## src/rtl/vcf_pkg.sv

```systemverilog
package vcf_pkg;
  localparam int CFG_W       = 5;
  localparam int NUM_PSTATES = 4;
  localparam int PS_W        = $clog2(NUM_PSTATES);

  typedef enum logic [2:0] {
    FLD_SA    = 3'd0,
    FLD_VRA   = 3'd1,
    FLD_CRA   = 3'd2,
    FLD_CRAEN = 3'd3,
    FLD_CODE  = 3'd4
  } cfg_fld_e;

  typedef enum logic [PS_W-1:0] {
    PS_ON   = 2'd0,
    PS_ONLP = 2'd1,
    PS_RET  = 2'd2,
    PS_OFF  = 2'd3
  } pstate_e;

  // bit position of a config field for either channel variant
  function automatic int cfg_bit(cfg_fld_e f, bit mutant);
    if (!mutant) return int'(f);
    case (f)
      FLD_SA:    return 0;
      FLD_CODE:  return 1;
      FLD_VRA:   return 2;
      FLD_CRA:   return 3;
      default:   return 4;
    endcase
  endfunction
endpackage

```

## src/rtl/vcf_chan_cfg.sv

```systemverilog
module vcf_chan_cfg
  import vcf_pkg::*;
#(
  parameter bit MUTANT_MAP = 1'b0,
  parameter bit DEFAULT_CH = 1'b0,
  parameter int SA_W       = 7,
  parameter int RA_W       = 8,
  parameter int CODE_W     = 8
) (
  input  logic                          clk_i,
  input  logic                          rst_ni,
  input  logic                          cfg_we_i,
  input  logic [CFG_W-1:0]              cfg_wdata_i,
  output logic [CFG_W-1:0]              cfg_rd_o,
  input  logic                          cmd_we_i,
  input  logic [NUM_PSTATES*CODE_W-1:0] cmd_wdata_i,
  output logic [NUM_PSTATES*CODE_W-1:0] cmd_rd_o,
  input  logic [SA_W-1:0]               own_sa_i,
  input  logic [RA_W-1:0]               own_vra_i,
  input  logic [RA_W-1:0]               own_cra_i,
  input  logic [SA_W-1:0]               dflt_sa_i,
  input  logic [RA_W-1:0]               dflt_vra_i,
  input  logic [RA_W-1:0]               dflt_cra_i,
  input  logic [NUM_PSTATES*CODE_W-1:0] dflt_cmd_i,
  output logic [SA_W-1:0]               sa_eff_o,
  output logic [RA_W-1:0]               ra_eff_o,
  output logic [NUM_PSTATES*CODE_W-1:0] cmd_eff_o
);
  localparam int P_SA    = cfg_bit(FLD_SA, MUTANT_MAP);
  localparam int P_VRA   = cfg_bit(FLD_VRA, MUTANT_MAP);
  localparam int P_CRA   = cfg_bit(FLD_CRA, MUTANT_MAP);
  localparam int P_CRAEN = cfg_bit(FLD_CRAEN, MUTANT_MAP);
  localparam int P_CODE  = cfg_bit(FLD_CODE, MUTANT_MAP);

  logic [CFG_W-1:0]              cfg_q, wmask;
  logic [NUM_PSTATES*CODE_W-1:0] cmd_q;
  logic [RA_W-1:0]               vra_eff, cra_eff;
  logic                          addr_match, craen_eff;

  generate
    if (DEFAULT_CH) begin : g_dflt_ch
      always_comb begin
        wmask = '0;
        wmask[P_CRAEN] = 1'b1;
      end
    end else begin : g_full_ch
      assign wmask = '1;
    end
  endgenerate

  always_ff @(posedge clk_i or negedge rst_ni) begin
    if (!rst_ni) begin
      cfg_q <= '0;
      cmd_q <= '0;
    end else begin
      if (cfg_we_i) cfg_q <= cfg_wdata_i & wmask;
      if (cmd_we_i) cmd_q <= cmd_wdata_i;
    end
  end

  assign vra_eff    = cfg_q[P_VRA] ? own_vra_i : dflt_vra_i;
  assign cra_eff    = cfg_q[P_CRA] ? own_cra_i : dflt_cra_i;
  assign addr_match = (vra_eff == cra_eff);
  assign craen_eff  = cfg_q[P_CRAEN] | addr_match;

  assign sa_eff_o  = cfg_q[P_SA] ? own_sa_i : dflt_sa_i;
  assign ra_eff_o  = craen_eff ? cra_eff : vra_eff;
  assign cmd_eff_o = cfg_q[P_CODE] ? cmd_q : dflt_cmd_i;
  assign cmd_rd_o  = cmd_q;

  always_comb begin
    cfg_rd_o = cfg_q;
    cfg_rd_o[P_CRAEN] = craen_eff;
  end
endmodule

```

## src/rtl/vcf_state_queue.sv

```systemverilog
module vcf_state_queue
  import vcf_pkg::*;
(
  input  logic            clk_i,
  input  logic            rst_ni,
  input  logic            req_i,
  input  logic [PS_W-1:0] state_i,
  input  logic            take_i,
  output logic            pend_o,
  output logic [PS_W-1:0] state_o
);
  // one slot; a fresh request overrides a take in the same cycle
  always_ff @(posedge clk_i or negedge rst_ni) begin
    if (!rst_ni) begin
      pend_o  <= 1'b0;
      state_o <= '0;
    end else if (req_i) begin
      pend_o  <= 1'b1;
      state_o <= state_i;
    end else if (take_i) begin
      pend_o  <= 1'b0;
    end
  end
endmodule

```

## src/rtl/vcf_bypass_reg.sv

```systemverilog
module vcf_bypass_reg #(
  parameter int SA_W   = 7,
  parameter int RA_W   = 8,
  parameter int CODE_W = 8
) (
  input  logic                           clk_i,
  input  logic                           rst_ni,
  input  logic                           we_i,
  input  logic [CODE_W+RA_W+SA_W+1:0]    wdata_i,
  input  logic                           done_i,
  output logic [CODE_W+RA_W+SA_W+1:0]    rd_o,
  output logic                           valid_o,
  output logic [SA_W-1:0]                sa_o,
  output logic [RA_W-1:0]                ra_o,
  output logic [CODE_W-1:0]              data_o
);
  localparam int RA_LSB = CODE_W;
  localparam int SA_LSB = CODE_W + RA_W;
  localparam int V_BIT  = CODE_W + RA_W + SA_W + 1;

  logic [V_BIT:0] word_q;

  always_ff @(posedge clk_i or negedge rst_ni) begin
    if (!rst_ni)                     word_q        <= '0;
    else if (done_i)                 word_q[V_BIT] <= 1'b0;
    else if (we_i && !word_q[V_BIT]) word_q        <= wdata_i;
  end

  assign rd_o    = word_q;
  assign valid_o = word_q[V_BIT];
  assign data_o  = word_q[CODE_W-1:0];
  assign ra_o    = word_q[RA_LSB +: RA_W];
  assign sa_o    = word_q[SA_LSB +: SA_W];
endmodule

```

## src/rtl/vcf_launcher.sv

```systemverilog
module vcf_launcher
  import vcf_pkg::*;
#(
  parameter int SA_W   = 7,
  parameter int RA_W   = 8,
  parameter int CODE_W = 8
) (
  input  logic                          clk_i,
  input  logic                          rst_ni,
  input  logic                          byp_pend_i,
  input  logic [SA_W-1:0]               byp_sa_i,
  input  logic [RA_W-1:0]               byp_ra_i,
  input  logic [CODE_W-1:0]             byp_data_i,
  input  logic                          st_pend_i,
  input  logic [PS_W-1:0]               st_i,
  input  logic [SA_W-1:0]               st_sa_i,
  input  logic [RA_W-1:0]               st_ra_i,
  input  logic [NUM_PSTATES*CODE_W-1:0] st_cmd_i,
  input  logic                          done_i,
  input  logic                          nack_i,
  output logic                          take_st_o,
  output logic                          byp_done_o,
  output logic                          start_o,
  output logic [SA_W-1:0]               sa_o,
  output logic [RA_W-1:0]               ra_o,
  output logic [CODE_W-1:0]             data_o,
  output logic                          busy_o,
  output logic                          err_o
);
  logic [CODE_W-1:0] lane [NUM_PSTATES];
  logic              launch_byp, launch_st, finish, is_byp_q;

  // ON occupies the top lane, OFF the bottom one
  generate
    for (genvar s = 0; s < NUM_PSTATES; s++) begin : g_lane
      assign lane[s] = st_cmd_i[(NUM_PSTATES-1-s)*CODE_W +: CODE_W];
    end
  endgenerate

  assign launch_byp = !busy_o && byp_pend_i;
  assign launch_st  = !busy_o && !byp_pend_i && st_pend_i;
  assign finish     = busy_o && done_i;
  assign take_st_o  = launch_st;
  assign byp_done_o = finish && is_byp_q;

  always_ff @(posedge clk_i or negedge rst_ni) begin
    if (!rst_ni) begin
      busy_o   <= 1'b0;
      start_o  <= 1'b0;
      is_byp_q <= 1'b0;
      err_o    <= 1'b0;
      sa_o     <= '0;
      ra_o     <= '0;
      data_o   <= '0;
    end else begin
      start_o <= launch_byp | launch_st;
      if (launch_byp) begin
        busy_o   <= 1'b1;
        is_byp_q <= 1'b1;
        sa_o     <= byp_sa_i;
        ra_o     <= byp_ra_i;
        data_o   <= byp_data_i;
      end else if (launch_st) begin
        busy_o   <= 1'b1;
        is_byp_q <= 1'b0;
        sa_o     <= st_sa_i;
        ra_o     <= st_ra_i;
        data_o   <= lane[st_i];
      end else if (finish) begin
        busy_o   <= 1'b0;
        is_byp_q <= 1'b0;
      end
      if (finish && nack_i) err_o <= 1'b1;
    end
  end
endmodule

```

## src/rtl/vcf_frame_gen.sv

```systemverilog
module vcf_frame_gen
  import vcf_pkg::*;
#(
  parameter bit MUTANT_MAP = 1'b0,
  parameter bit DEFAULT_CH = 1'b0,
  parameter int SA_W       = 7,
  parameter int RA_W       = 8,
  parameter int CODE_W     = 8
) (
  input  logic                          clk_i,
  input  logic                          rst_ni,
  input  logic                          cfg_we_i,
  input  logic [4:0]                    cfg_wdata_i,
  output logic [4:0]                    cfg_rd_o,
  input  logic                          cmd_we_i,
  input  logic [4*CODE_W-1:0]           cmd_wdata_i,
  output logic [4*CODE_W-1:0]           cmd_rd_o,
  input  logic [SA_W-1:0]               own_sa_i,
  input  logic [RA_W-1:0]               own_vra_i,
  input  logic [RA_W-1:0]               own_cra_i,
  input  logic [SA_W-1:0]               dflt_sa_i,
  input  logic [RA_W-1:0]               dflt_vra_i,
  input  logic [RA_W-1:0]               dflt_cra_i,
  input  logic [4*CODE_W-1:0]           dflt_cmd_i,
  input  logic                          state_req_i,
  input  logic [1:0]                    state_i,
  input  logic                          byp_we_i,
  input  logic [CODE_W+RA_W+SA_W+1:0]   byp_wdata_i,
  output logic [CODE_W+RA_W+SA_W+1:0]   byp_rd_o,
  output logic                          frame_start_o,
  output logic [SA_W-1:0]               frame_sa_o,
  output logic [RA_W-1:0]               frame_ra_o,
  output logic [CODE_W-1:0]             frame_data_o,
  input  logic                          bus_done_i,
  input  logic                          bus_nack_i,
  output logic                          busy_o,
  output logic                          err_o
);
  logic [SA_W-1:0]     st_sa, byp_sa;
  logic [RA_W-1:0]     st_ra, byp_ra;
  logic [CODE_W-1:0]   byp_data;
  logic [4*CODE_W-1:0] st_cmd;
  logic                byp_pend, byp_done, st_pend, take_st;
  logic [PS_W-1:0]     st_q;

  vcf_chan_cfg #(
    .MUTANT_MAP(MUTANT_MAP), .DEFAULT_CH(DEFAULT_CH),
    .SA_W(SA_W), .RA_W(RA_W), .CODE_W(CODE_W)
  ) u_cfg (
    .clk_i, .rst_ni,
    .cfg_we_i, .cfg_wdata_i, .cfg_rd_o,
    .cmd_we_i, .cmd_wdata_i, .cmd_rd_o,
    .own_sa_i, .own_vra_i, .own_cra_i,
    .dflt_sa_i, .dflt_vra_i, .dflt_cra_i, .dflt_cmd_i,
    .sa_eff_o(st_sa), .ra_eff_o(st_ra), .cmd_eff_o(st_cmd)
  );

  vcf_state_queue u_q (
    .clk_i, .rst_ni,
    .req_i(state_req_i), .state_i(state_i), .take_i(take_st),
    .pend_o(st_pend), .state_o(st_q)
  );

  vcf_bypass_reg #(.SA_W(SA_W), .RA_W(RA_W), .CODE_W(CODE_W)) u_byp (
    .clk_i, .rst_ni,
    .we_i(byp_we_i), .wdata_i(byp_wdata_i), .done_i(byp_done),
    .rd_o(byp_rd_o), .valid_o(byp_pend),
    .sa_o(byp_sa), .ra_o(byp_ra), .data_o(byp_data)
  );

  vcf_launcher #(.SA_W(SA_W), .RA_W(RA_W), .CODE_W(CODE_W)) u_launch (
    .clk_i, .rst_ni,
    .byp_pend_i(byp_pend), .byp_sa_i(byp_sa), .byp_ra_i(byp_ra), .byp_data_i(byp_data),
    .st_pend_i(st_pend), .st_i(st_q), .st_sa_i(st_sa), .st_ra_i(st_ra), .st_cmd_i(st_cmd),
    .done_i(bus_done_i), .nack_i(bus_nack_i),
    .take_st_o(take_st), .byp_done_o(byp_done),
    .start_o(frame_start_o), .sa_o(frame_sa_o), .ra_o(frame_ra_o), .data_o(frame_data_o),
    .busy_o(busy_o), .err_o(err_o)
  );
endmodule

```

## config.mk

```make
export PLATFORM = sky130hd
export DESIGN_NAME = vcf_frame_gen
export DESIGN_NICKNAME = d
export VERILOG_FILES = /design/src/rtl/vcf_pkg.sv /design/src/rtl/vcf_chan_cfg.sv /design/src/rtl/vcf_state_queue.sv /design/src/rtl/vcf_bypass_reg.sv /design/src/rtl/vcf_launcher.sv /design/src/rtl/vcf_frame_gen.sv
export SDC_FILE = /design/constraint.sdc
export NUM_CORES = 1
export LEC_CHECK = 0
export ABC_AREA = 1
export BUFFER_PORTS_ARGS = -buffer_cell sky130_fd_sc_hd__buf_4
export CAP_MARGIN = 0
export CORE_MARGIN = 10
export CORE_UTILIZATION = 42
export CTS_CLUSTER_DIAMETER = 30
export DETAILED_ROUTE_END_ITERATION = 6
export PLACE_DENSITY = 0.84
export RECOVER_POWER = 100
export REMOVE_ABC_BUFFERS = 1
export SYNTH_ARGS = -nofsm -noshare
export SYNTH_HDL_FRONTEND = slang
export SYNTH_SLANG_ARGS = --single-unit
```

## constraint.sdc

```tcl
create_clock -name clk_i -period 3.12 [get_ports clk_i]
set_input_delay 0.156 -clock clk_i [delete_from_list [all_inputs] [get_ports clk_i]]
set_output_delay 0.156 -clock clk_i [all_outputs]
set_load 0.02 [all_outputs]
```

==> results.md, run 1 <==
- Mapped Cells: between 600 and 700
- GP Congestion: between 0.8 and 0.9
- CP Capture Type: output pin
- Initial Util: 42.88%
- WHS Endpoint: u_cfg.cmd_rd_o[3]$_DFFE_PN0P_
- First-pass GRT wire length: ~26 mm
- HP Class: in -> reg
- Mapped Area: just under 5000 um^2
- Nets: 1004
- Largest family of logic cells by synthesized area: simple AND/OR/NAND/NOR gates
- EDFF count, synth: 0
- YS warnings: 0
- CP dominant cell by count: nand2_1
- Slew @ Worst Pin: between 1 and 1.5 ns
- H-tree Lvls: 3
- VDD IR-drop max: a little under 400 uV
- I/O pins: between 200 and 250
- Main synth FF type: dfrtp_1
- WS Path Type: reg -> out
- Post-Synth Simple-Gate Area: ~22%
- Relative slew slack: 3.268%
- Residual DRC count: 0
- DRT Wirelength: roughly 17 mm
- Routed WL per cell: ~17 um
- Max_cap viols: 0
- Ys async rst share: between 90% and 100%
- Synth unique cells: 26
- CTS Sinks: between 90 and 100
- DP HPWL: between 10 and 15 mm
- Setup bufs post-CTS: 0
- Adder-cell share of the synthesized area: 0%
- GRT Residual Overflow: 0
- Largest net degree at the start of global routing: 65
- CTS tree: yes
- Share of cells above drive strength 1: 23.17%
- Crit-path max cell delay: approximately 0.73 ns
- Count leader, synth: nand2_1
- Minimum clock period after layout: around 2.6 ns
- Cells after DPL: around 1000
- Startpoint Class: flop
- Core outline area: approximately 11000 um^2
- Inserted Diodes: 0
- Non-filler cells, final: approximately 1000
- Vias/cell: just under 5
- DRT antenna net count: 0
- Unrepaired setup endpoints after global routing: false
- Crit. Startpoint: u_cfg.cfg_q[1]$_DFFE_PN0P_
- LEAKAGE: about 3.4 nW
- F_max: between 300 and 400 MHz
- Seq/Total Area, Yosys: a little under half
- Placed cell area: around 6700 um^2
- Status: complete, no violations
- Final Cycle Share: around 80%
- Die Ht: between 100 and 150 um
- Hold path depth: 3
- Reg2reg start: u_launch.busy_o$_DFFE_PN0P_
- DRT iter0 DRCs: between 200 and 250
- Util after Layout: 58.53%
- PostCTS Resize Cnt: 0
- Post-synthesis mux area share: slightly above 4%
- Synth area leader: dfrtp_1
- Area delta synth->final: 36.49%
- Hold path startpoint: cmd_wdata_i[3]
- Initial antenna violation count: 0
- Die W: around 130 um
- R2R cell count: 7
- Max FO, Critical Path: 21
- Fin area: 6683 um^2
- Post-Synth XOR/XNOR Area: 0%
- Multi-input gate area: between 2000 and 2500 um^2
- Worst skew pair latency: 0.34 ns
- CP Cell Sequence: inv_1 -> o21ai_1 -> nand2_1 -> nand2_1 -> nand2_1 -> nor2_2 -> nand2_4 -> nand2_4 -> buf_4
- Vias in the first global route: 5116
- Flops & latches, synth: just over 90
- Post-synth top cells: 207 x nand2_1, 92 x dfrtp_1, 74 x inv_1
- CTS Root Buffer Type: clkbuf_16
- WP data arrival: 2.40 ns
- Clk buf depth: 2
- Final hold viol count: 0
- Final slew viol count: 0
- Die ar.: between 15000 and 20000 um^2
- R2R setup slack: just under 0.7 ns
- Pwr per Cell Area: around 800 nW/um^2
- # port buffers: roughly 240
- Worst path required time: between 2 and 3 ns
- Total Negative Setup Slacks: 0 ns
- Fillcell total: between 1000 and 1500
- Yosys top cell area share: roughly 47%
- Placement Rows: 39
- Synth Area per Inst: 7.638 um^2
- Final setup fails: 0
- Worst-path clk slew: around 0.07 ns
- CTS Hold Bufs: 1
- Initial DRT Pass Iterations: 5
- Synth Area in Compound Gates: approximately 16%
- Reg2reg end: u_launch.sa_o[0]$_DFFE_PN0P_
- Final Skew: around 0.0057 ns
- Vias: 4963
- GRT Total Usage: 19.89%
- Slowest cell on crit path: dfrtp_1
- Main area contributors after synthesis: dfrtp_1 47%, nand2_1 16%, o21ai_0 6.8%
- Sequential cell area: 2302 um^2
- CTS Buf Count: 9
## kinds of logic (layout without fill, tap and decap cells)
| group | Yosys count | after routing |
|---|---|---|
| simple gates | 267 | 267 |
| flops | 92 | 92 |
| mux | 18 | 18 |
| compound gates | 143 | 143 |
| buf+inv | 121 | 339 |
## registers in the layout (all words and copies together) (netlist names)
name,cells
u_q.state_o,2
u_launch.sa_o,7
u_launch.busy_o,1
u_byp.rd_o,25
u_launch.is_byp_q,1
u_launch.data_o,8
u_launch.err_o,1
u_launch.start_o,1
u_cfg.cmd_rd_o,32
u_q.pend_o,1
u_cfg.cfg_q,5
u_launch.ra_o,8
## power breakdown
group          internal, mW  total [mW]  switching, mW
combinational         0.716        2.15           1.43
sequential             1.58        1.87          0.290
clock                 0.706        1.18          0.474
total                  3.00        5.20           2.20
## final cells by class
class	instances	area share (%)
Sequential cell	92	34.45
Multi-Input combinational cell	428	31.27
Timing Repair Buffer	245	22.36
Inverter	78	4.381
Clock buffer	9	3.370
Tap cell	143	2.677
Clock inverter	7	1.498
## routing by layer
metal,share of wire (%),track usage [%],vias up
li1,-,-,2476
met1,38,20.99,2253
met2,47,33.04,213
met3,13,10.75,21
met4,1.9,6.887,0
met5,0,0,-
## layout by cell type, fill, tap and decap left out, drive strengths merged
| master | Yosys | routed |
|---|---|---|
| nand2 | 214 | 214 |
| buf | 17 | 151 |
| clkbuf | 26 | 102 |
| dfrtp | 92 | 92 |
| inv | 76 | 77 |
| o21ai | 71 | 71 |
| a21oi | 46 | 46 |
| nand3 | 41 | 41 |
| mux2 | 18 | 18 |
| o211ai | 16 | 16 |
| nor2 | 11 | 11 |
| a22oi | 8 | 8 |
| clkinvlp | 0 | 3 |
| clkinv | 2 | 3 |
| bufinv | 0 | 2 |
| nor3 | 1 | 1 |
| a21o | 1 | 1 |
| o21bai | 1 | 1 |
| dlygate4sd3 | 0 | 1 |
## worst max-delay path: cells and delay by family, from the launching register on
family	cells	cell delay (ns)
buf+inv	2	0.51
simple gates	6	0.54
flops	1	0.73
compound gates	1	0.28
## worst max-delay path by stage
| stage | slack [ns] | to | cells after the start |
|---|---|---|---|
| final | 0.57 | cfg_rd_o[3] | 9 |
| after global placement | 1.09 | cfg_rd_o[3] | 11 |
| after floorplan | 0.38 | u_launch.busy_o$_DFFE_PN0P_ | 5 |
| after global routing | 0.27 | cfg_rd_o[3] | 9 |
| after detailed placement | 1.04 | u_launch.ra_o[3]$_DFFE_PN0P_ | 12 |
| after CTS | 0.67 | cfg_rd_o[3] | 9 |
## per-stage QoR
| step | hold slack (ns) | setup WS (ns) | total power, mW |
|---|---|---|---|
| after floorplan | -0.1396 | 0.3793 | 3.186 |
| after global placement | 0.1693 | 1.085 | 4.348 |
| after detailed placement | 0.1708 | 1.039 | 4.407 |
| after CTS | 0.004287 | 0.6750 | 5.604 |
| after global routing | 0.01750 | 0.2717 | 5.583 |
| final | 0.01960 | 0.5681 | 5.200 |
No activity file was read; power rests on OpenSTA's default activity.
==> inputs of run 2 (changes only) <==
--- a/config.mk
+++ b/config.mk
@@ -12,7 +12,7 @@
 export CORE_UTILIZATION = 42
 export CTS_CLUSTER_DIAMETER = 30
 export DETAILED_ROUTE_END_ITERATION = 6
-export PLACE_DENSITY = 0.84
+export PLACE_DENSITY = 0.87
 export RECOVER_POWER = 100
 export REMOVE_ABC_BUFFERS = 1
 export SYNTH_ARGS = -nofsm -noshare
==> constraint.sdc (replaced) <==
create_clock -name clk_i -period 2.09 [get_ports clk_i]
set_input_delay 0.1045 -clock clk_i [delete_from_list [all_inputs] [get_ports clk_i]]
set_output_delay 0.1045 -clock clk_i [all_outputs]
set_load 0.02 [all_outputs]
==> run 2 against run 1 <==
Sequential share of layout area shrank 3.0 points. Design area increased by 9.8%. Setup slack got worse by 0.46 ns. First-iteration DRC count grew 88%. Largest cell class unchanged.
==> results.md, run 2 (synthesis results as in run 1) <==
- Final Skew: around 0.0078 ns
- VDD IR-drop max: 590.2 uV
- Fin area: ~7300 um^2
- Startpoint Class: flop
- Relative slew slack: 34.53%
- Routed WL per cell: ~18 um
- Total Negative Setup Slacks: 0 ns
- Final WS setup: about 0.11 ns
- Global routing usage on met1: around a quarter
- Hold Slack: around 0.0029 ns
- Multi-input gate area: 2098 um^2
- Initial DRT Pass Iterations: 5
- Worst skew pair latency: roughly 0.35 ns
- Share of cells above drive strength 1: a little under a quarter
- Total power: between 7 and 8 mW
- Final hold viol count: 0
- Hold path depth: 3
- Nets: 1073
- Vias in the first global route: a little under 6000
- DRT antenna net count: 0
- Max_cap viols: 0
- Max FO, Critical Path: 11
- Met3 GRT Util: around 8.8%
- Worst-path clk slew: roughly 0.060 ns
- Met2 GRT Util: a little under two fifths
- CTS Sinks: 92
- Crit. Startpoint: u_cfg.cfg_q[1]$_DFFE_PN0P_
- H-tree Lvls: 3
- Final setup fails: 0
- WS Path Type: reg -> out
- I/O pins: roughly 240
- Final slew viol count: 0
- Reg2reg start: u_cfg.cfg_q[4]$_DFFE_PN0P_
- Placement Rows: 39
- R2R cell count: 6
- CP Cell Sequence: buf_4 -> o21ai_0 -> nand2_1 -> nand2_1 -> nand2_1 -> nor2_2 -> nand2_4 -> nand2_8 -> buf_4
- DRT Wirelength: roughly 19 mm
- CP dominant cell by count: nand2_1
- HP Class: in -> reg
- DRT iter0 DRCs: ~460
- Pwr per Cell Area: between 1000 and 1500 nW/um^2
- Die Ht: 128.0 um
- WHS Endpoint: u_cfg.cmd_rd_o[13]$_DFFE_PN0P_
- Most used routing layer: met2
- Worst path required time: 1.99 ns
- Reg2reg end: u_launch.data_o[7]$_DFFE_PN0P_
- GRT Residual Overflow: 0
- Die ar.: ~16000 um^2
- Die W: around 130 um
- Dpl ws: 0.3187 ns
- WP data arrival: about 1.9 ns
- Initial Util: between 40% and 50%
- Final Cycle Share: 94.87%
- Residual DRC count: 0
- F_max: around 500 MHz
- Fillcell total: approximately 1000
- Vias/cell: ~5.3
- Area delta synth->final: 49.81%
- GRT Total Usage: between 20% and 30%
- First-pass GRT wire length: ~30 mm
- GP Congestion: between 0.8 and 0.9
- Placed cell area: 6794 um^2
- # port buffers: between 200 and 250
- Hold path startpoint: cmd_wdata_i[13]
- CTS Root Buffer Type: clkbuf_16
- Core outline area: about 11000 um^2
- R2R setup slack: roughly 0.17 ns
- Most frequent cells in the layout: 207 x nand2_1, 137 x buf_4, 90 x clkbuf_1, 90 x dfrtp_1, 74 x inv_1
- CP Capture Type: output pin
- Sequential cell area: approximately 2300 um^2
- Minimum clock period after layout: just under 2 ns
- CTS Buf Count: 9
- Initial antenna violation count: 1
- Max reg flops: 32
- Clk buf depth: 2
- Vias: approximately 5600
- LEAKAGE: between 3 and 4 nW
- Largest net degree at the start of global routing: between 60 and 70
- Crit-path max cell delay: about 0.45 ns
- Commonest non-fill, non-tap cell in the layout: nand2_1
- DP HPWL: roughly 13 mm
- CTS tree: yes
- Status: complete, no violations
- Slew @ Worst Pin: between 0.9 and 1 ns
- Slowest cell on crit path: dfrtp_2
==> run 2: cell count changes in the layout (fill, tap and decap cells not counted), moves of 2 or more <==
cell,delta
buf_12,+2
buf_4,-14
bufinv_16,-2
clkbuf_1,-2
clkbuf_2,+3
clkbuf_4,+28
clkinvlp_4,-3
dfrtp_1,-2
dfrtp_2,+2
dlygate4sd3_1,+56
inv_1,-2
==> run 2: per-layer routing <==
metal | part of all wire, % | up-vias
met1 | 37 | 2584
met5 | 0 | -
li1 | - | 2622
met3 | 11 | 64
met4 | 4.1 | 0
met2 | 48 | 361
==> run 2: worst max-delay path: cells and delay by family, from the launching register on <==
kind	cells	cell delay, ns
simple gates	6	0.54
flops	1	0.45
buf+inv	2	0.36
compound gates	1	0.17
==> run 2: timing repair <==
action,in CTS,in global routing
setup buffers,0,8
pin swaps,0,2
endpoints found under the setup margin,1,1
hold endpoints to repair,91,0
gates resized for setup,3,1
hold buffers,57,0
==> run 2: cell type report <==
cell class	count	area share, %
Sequential cell	92	31.42
Antenna cell	1	0.03412
Clock buffer	14	3.463
Inverter	78	4.026
Timing Repair Buffer	314	29.89
Multi-Input combinational cell	428	28.61
Clock inverter	1	0.1194
Tap cell	143	2.439
==> run 2: metrics by stage <==
step                utilization (%)  instances
floorplan                         -        598
global placement              59.50        990
detailed placement            59.50        990
CTS                           66.84       1062
global route                  64.23       1071
finish                        64.23       1071
==> run 2: how the worst max path moves through the flow <==
stage / cells past startpoint / endpoint
after floorplan: 5 / u_launch.busy_o$_DFFE_PN0P_
after global placement: 13 / u_launch.ra_o[1]$_DFFE_PN0P_
after detailed placement: 13 / u_launch.ra_o[0]$_DFFE_PN0P_
after CTS: 11 / cfg_rd_o[3]
after global routing: 10 / cfg_rd_o[3]
final: 9 / cfg_rd_o[3]
==> run 2: power by group <==
group	switching (mW)	internal, mW	leakage, nW
clock	0.697	0.838	0.127
combinational	2.32	1.22	2.52
sequential	0.361	2.36	1.09
total	3.37	4.42	3.74
==> inputs of run 3 (changes only) <==
--- a/config.mk
+++ b/config.mk
@@ -8,7 +8,7 @@
 export ABC_AREA = 1
 export BUFFER_PORTS_ARGS = -buffer_cell sky130_fd_sc_hd__buf_4
 export CAP_MARGIN = 0
-export CORE_MARGIN = 10
+export CORE_MARGIN = 2
 export CORE_UTILIZATION = 42
 export CTS_CLUSTER_DIAMETER = 30
 export DETAILED_ROUTE_END_ITERATION = 6
==> run 3 against run 2 <==
Combinational power shrank 1%. Register-to-register slack lost 0.11 ns. Final cell count is essentially flat. Hold slack gained 0.0088 ns. Critical path depth shrank 6. Die area shrank 23%. Sequential share of layout area is essentially flat. Global-route usage grew 4.1 points. Largest power group unchanged.
==> results.md, run 3 (synthesis results as in run 1) <==
- Status: complete, no violations
- Top Family by Delay on Critical Path: buffers and inverters
- Final setup fails: 0
- Startpoint Class: flop
- WS Path Type: reg -> reg
- LEAKAGE: 3.731 nW
- Minimum clock period after layout: slightly above 2 ns
- Dpl ws: 0.3125 ns
- Initial DRT Pass Iterations: 5
- Max reg flops: 32
- Reg2reg end: u_q.state_o[1]$_DFFE_PN0P_
- Residual DRC count: 0
- Hold path startpoint: cmd_wdata_i[14]
- VDD IR-drop max: 639.5 uV
- Final slew viol count: 0
- Routed WL per cell: about 16 um
- DRT Wirelength: 17.26 mm
- Pwr per Cell Area: roughly 1100 nW/um^2
- Vias in the first global route: 5600
- Most frequent cells in the layout: 206 x nand2_1, 135 x buf_4, 90 x dfrtp_1
- Top layer in use: met4
- Clk buf depth: 2
- Core outline area: 11420 um^2
- WP data arrival: approximately 2.3 ns
- Placed cell area: 6809 um^2
- Die W: between 100 and 150 um
- CTS Root Buffer Type: clkbuf_16
- Initial Util: between 40% and 50%
- First-pass GRT wire length: 27.14 mm
- Wire length on met1: roughly 6.7 mm
- Metal2 WL: around 8.4 mm
- Final WS setup: 0.06067 ns
- HP Class: in -> reg
- Die ar.: 12540 um^2
- Final hold viol count: 0
- DRT iter0 DRCs: approximately 370
- Vias/cell: between 5 and 6
- Max_cap viols: 0
- GRT Total Usage: 26.89%
- Commonest non-fill, non-tap cell in the layout: nand2_1
- R2R cell count: 3
- CP Cell Sequence: clkinv_1 -> o21ai_0 -> dlygate4sd3_1
- Worst-path clk slew: roughly 0.070 ns
- GRT Residual Overflow: 0
- Slowest cell on crit path: dfrtp_1
- Nets: about 1100
- # port buffers: ~240
- Largest net degree at the start of global routing: 65
- DP HPWL: between 10 and 15 mm
- Initial antenna violation count: 0
- DRT antenna net count: 0
- WHS Endpoint: u_cfg.cmd_rd_o[14]$_DFFE_PN0P_
- CTS Buf Count: 9
- CTS Sinks: just over 90
- WP buf/inv: 2
- CP Capture Type: flop
- Share of cells above drive strength 1: 23.73%
- Die Ht: around 110 um
- Worst skew pair latency: 0.34 ns
- Slew @ Worst Pin: slightly above 0.9 ns
- Relative slew slack: about two fifths
- Worst path required time: ~2.4 ns
- Final Skew: approximately 0.0080 ns
- I/O pins: 238
- Max FO, Critical Path: 9
- Vias: 5531
- Inserted Diodes: 0
- Final Cycle Share: roughly 97%
- Wire length on met3: 1.622 mm
- Hold path depth: 3
- Fin area: roughly 7300 um^2
- CTS tree: yes
- H-tree Lvls: 3
- Placement Rows: 39
- Crit-path max cell delay: between 0.6 and 0.7 ns
- GP Congestion: ~0.86
- Area delta synth->final: 50.04%
- Reg2reg start: u_q.state_o[1]$_DFFE_PN0P_
- F_max: just under 500 MHz
- R2R setup slack: between 0.06 and 0.07 ns
[run 3: cell count changes in the layout (fill, tap and decap cells not counted), moves of 2 or more]
cell	previous run	this run
clkinvlp_4	0	4
inv_6	0	2
dlygate4sd3_1	57	55
buf_4	137	135
[run 3: final cells by class]
class	instances	area, um^2
Multi-Input combinational cell	428	2093
Sequential cell	92	2305
Fill cell	1004	4073
Clock inverter	7	58.81
Clock buffer	9	225.2
Inverter	78	297.8
Tap cell	143	178.9
Timing Repair Buffer	313	2187
[run 3: per-stage QoR]
step	hold WS, ns	setup TNS, ns	instances	utilization, %	power (mW)
2_1_floorplan	-0.1911	-14.91	598	-	4.756
3_3_place_gp	0.08635	0	992	59.63	6.575
3_5_place_dp	0.08668	0	992	59.63	6.650
4_1_cts	0.0006785	0	1063	66.98	8.317
5_1_grt	0.0008564	-0.002472	1070	64.33	8.348
6_report	0.01170	0	1070	64.33	7.826
[run 3: how the worst max path moves through the flow]
stage                                      startpoint                            to  cells past startpoint
after floorplan           u_launch.busy_o$_DFFE_PN0P_   u_launch.busy_o$_DFFE_PN0P_                      5
after global placement     u_cfg.cfg_q[2]$_DFFE_PN0P_  u_launch.ra_o[0]$_DFFE_PN0P_                     13
after detailed placement   u_cfg.cfg_q[2]$_DFFE_PN0P_  u_launch.ra_o[0]$_DFFE_PN0P_                     13
after CTS                  u_cfg.cfg_q[1]$_DFFE_PN0P_                   cfg_rd_o[3]                     10
after global routing       u_cfg.cfg_q[1]$_DFFE_PN0P_                   cfg_rd_o[3]                     11
final                      u_q.state_o[1]$_DFFE_PN0P_    u_q.state_o[1]$_DFFE_PN0P_                      3
[run 3: per-layer routing]
| layer | vias to the layer above | global-route usage (%) |
|---|---|---|
| met4 | 0 | 9.675 |
| li1 | 2617 | - |
| met2 | 293 | 46.18 |
| met5 | - | 0 |
| met1 | 2578 | 32.78 |
| met3 | 43 | 7.022 |
[run 3: repair_timing]
item / CTS / global route
hold buffers: 55 / 0
setup buffers: 0 / 6
endpoints found under the hold margin: 84 / 0
setup endpoints to repair: 1 / 1
gates cloned: 0 / 1
pin swaps: 0 / 2
resized for setup: 3 / 7
[run 3: worst min-delay path, cell delays in order]
cell and delay (ns):
buf_4 0.08, nand2_1 0.05, o21ai_0 0.08
[run 3: where the power goes]
group	leakage, nW	internal (mW)	switching, mW
Clock	0.127	0.824	0.754
Combinational	2.51	1.22	2.27
Sequential	1.09	2.36	0.397
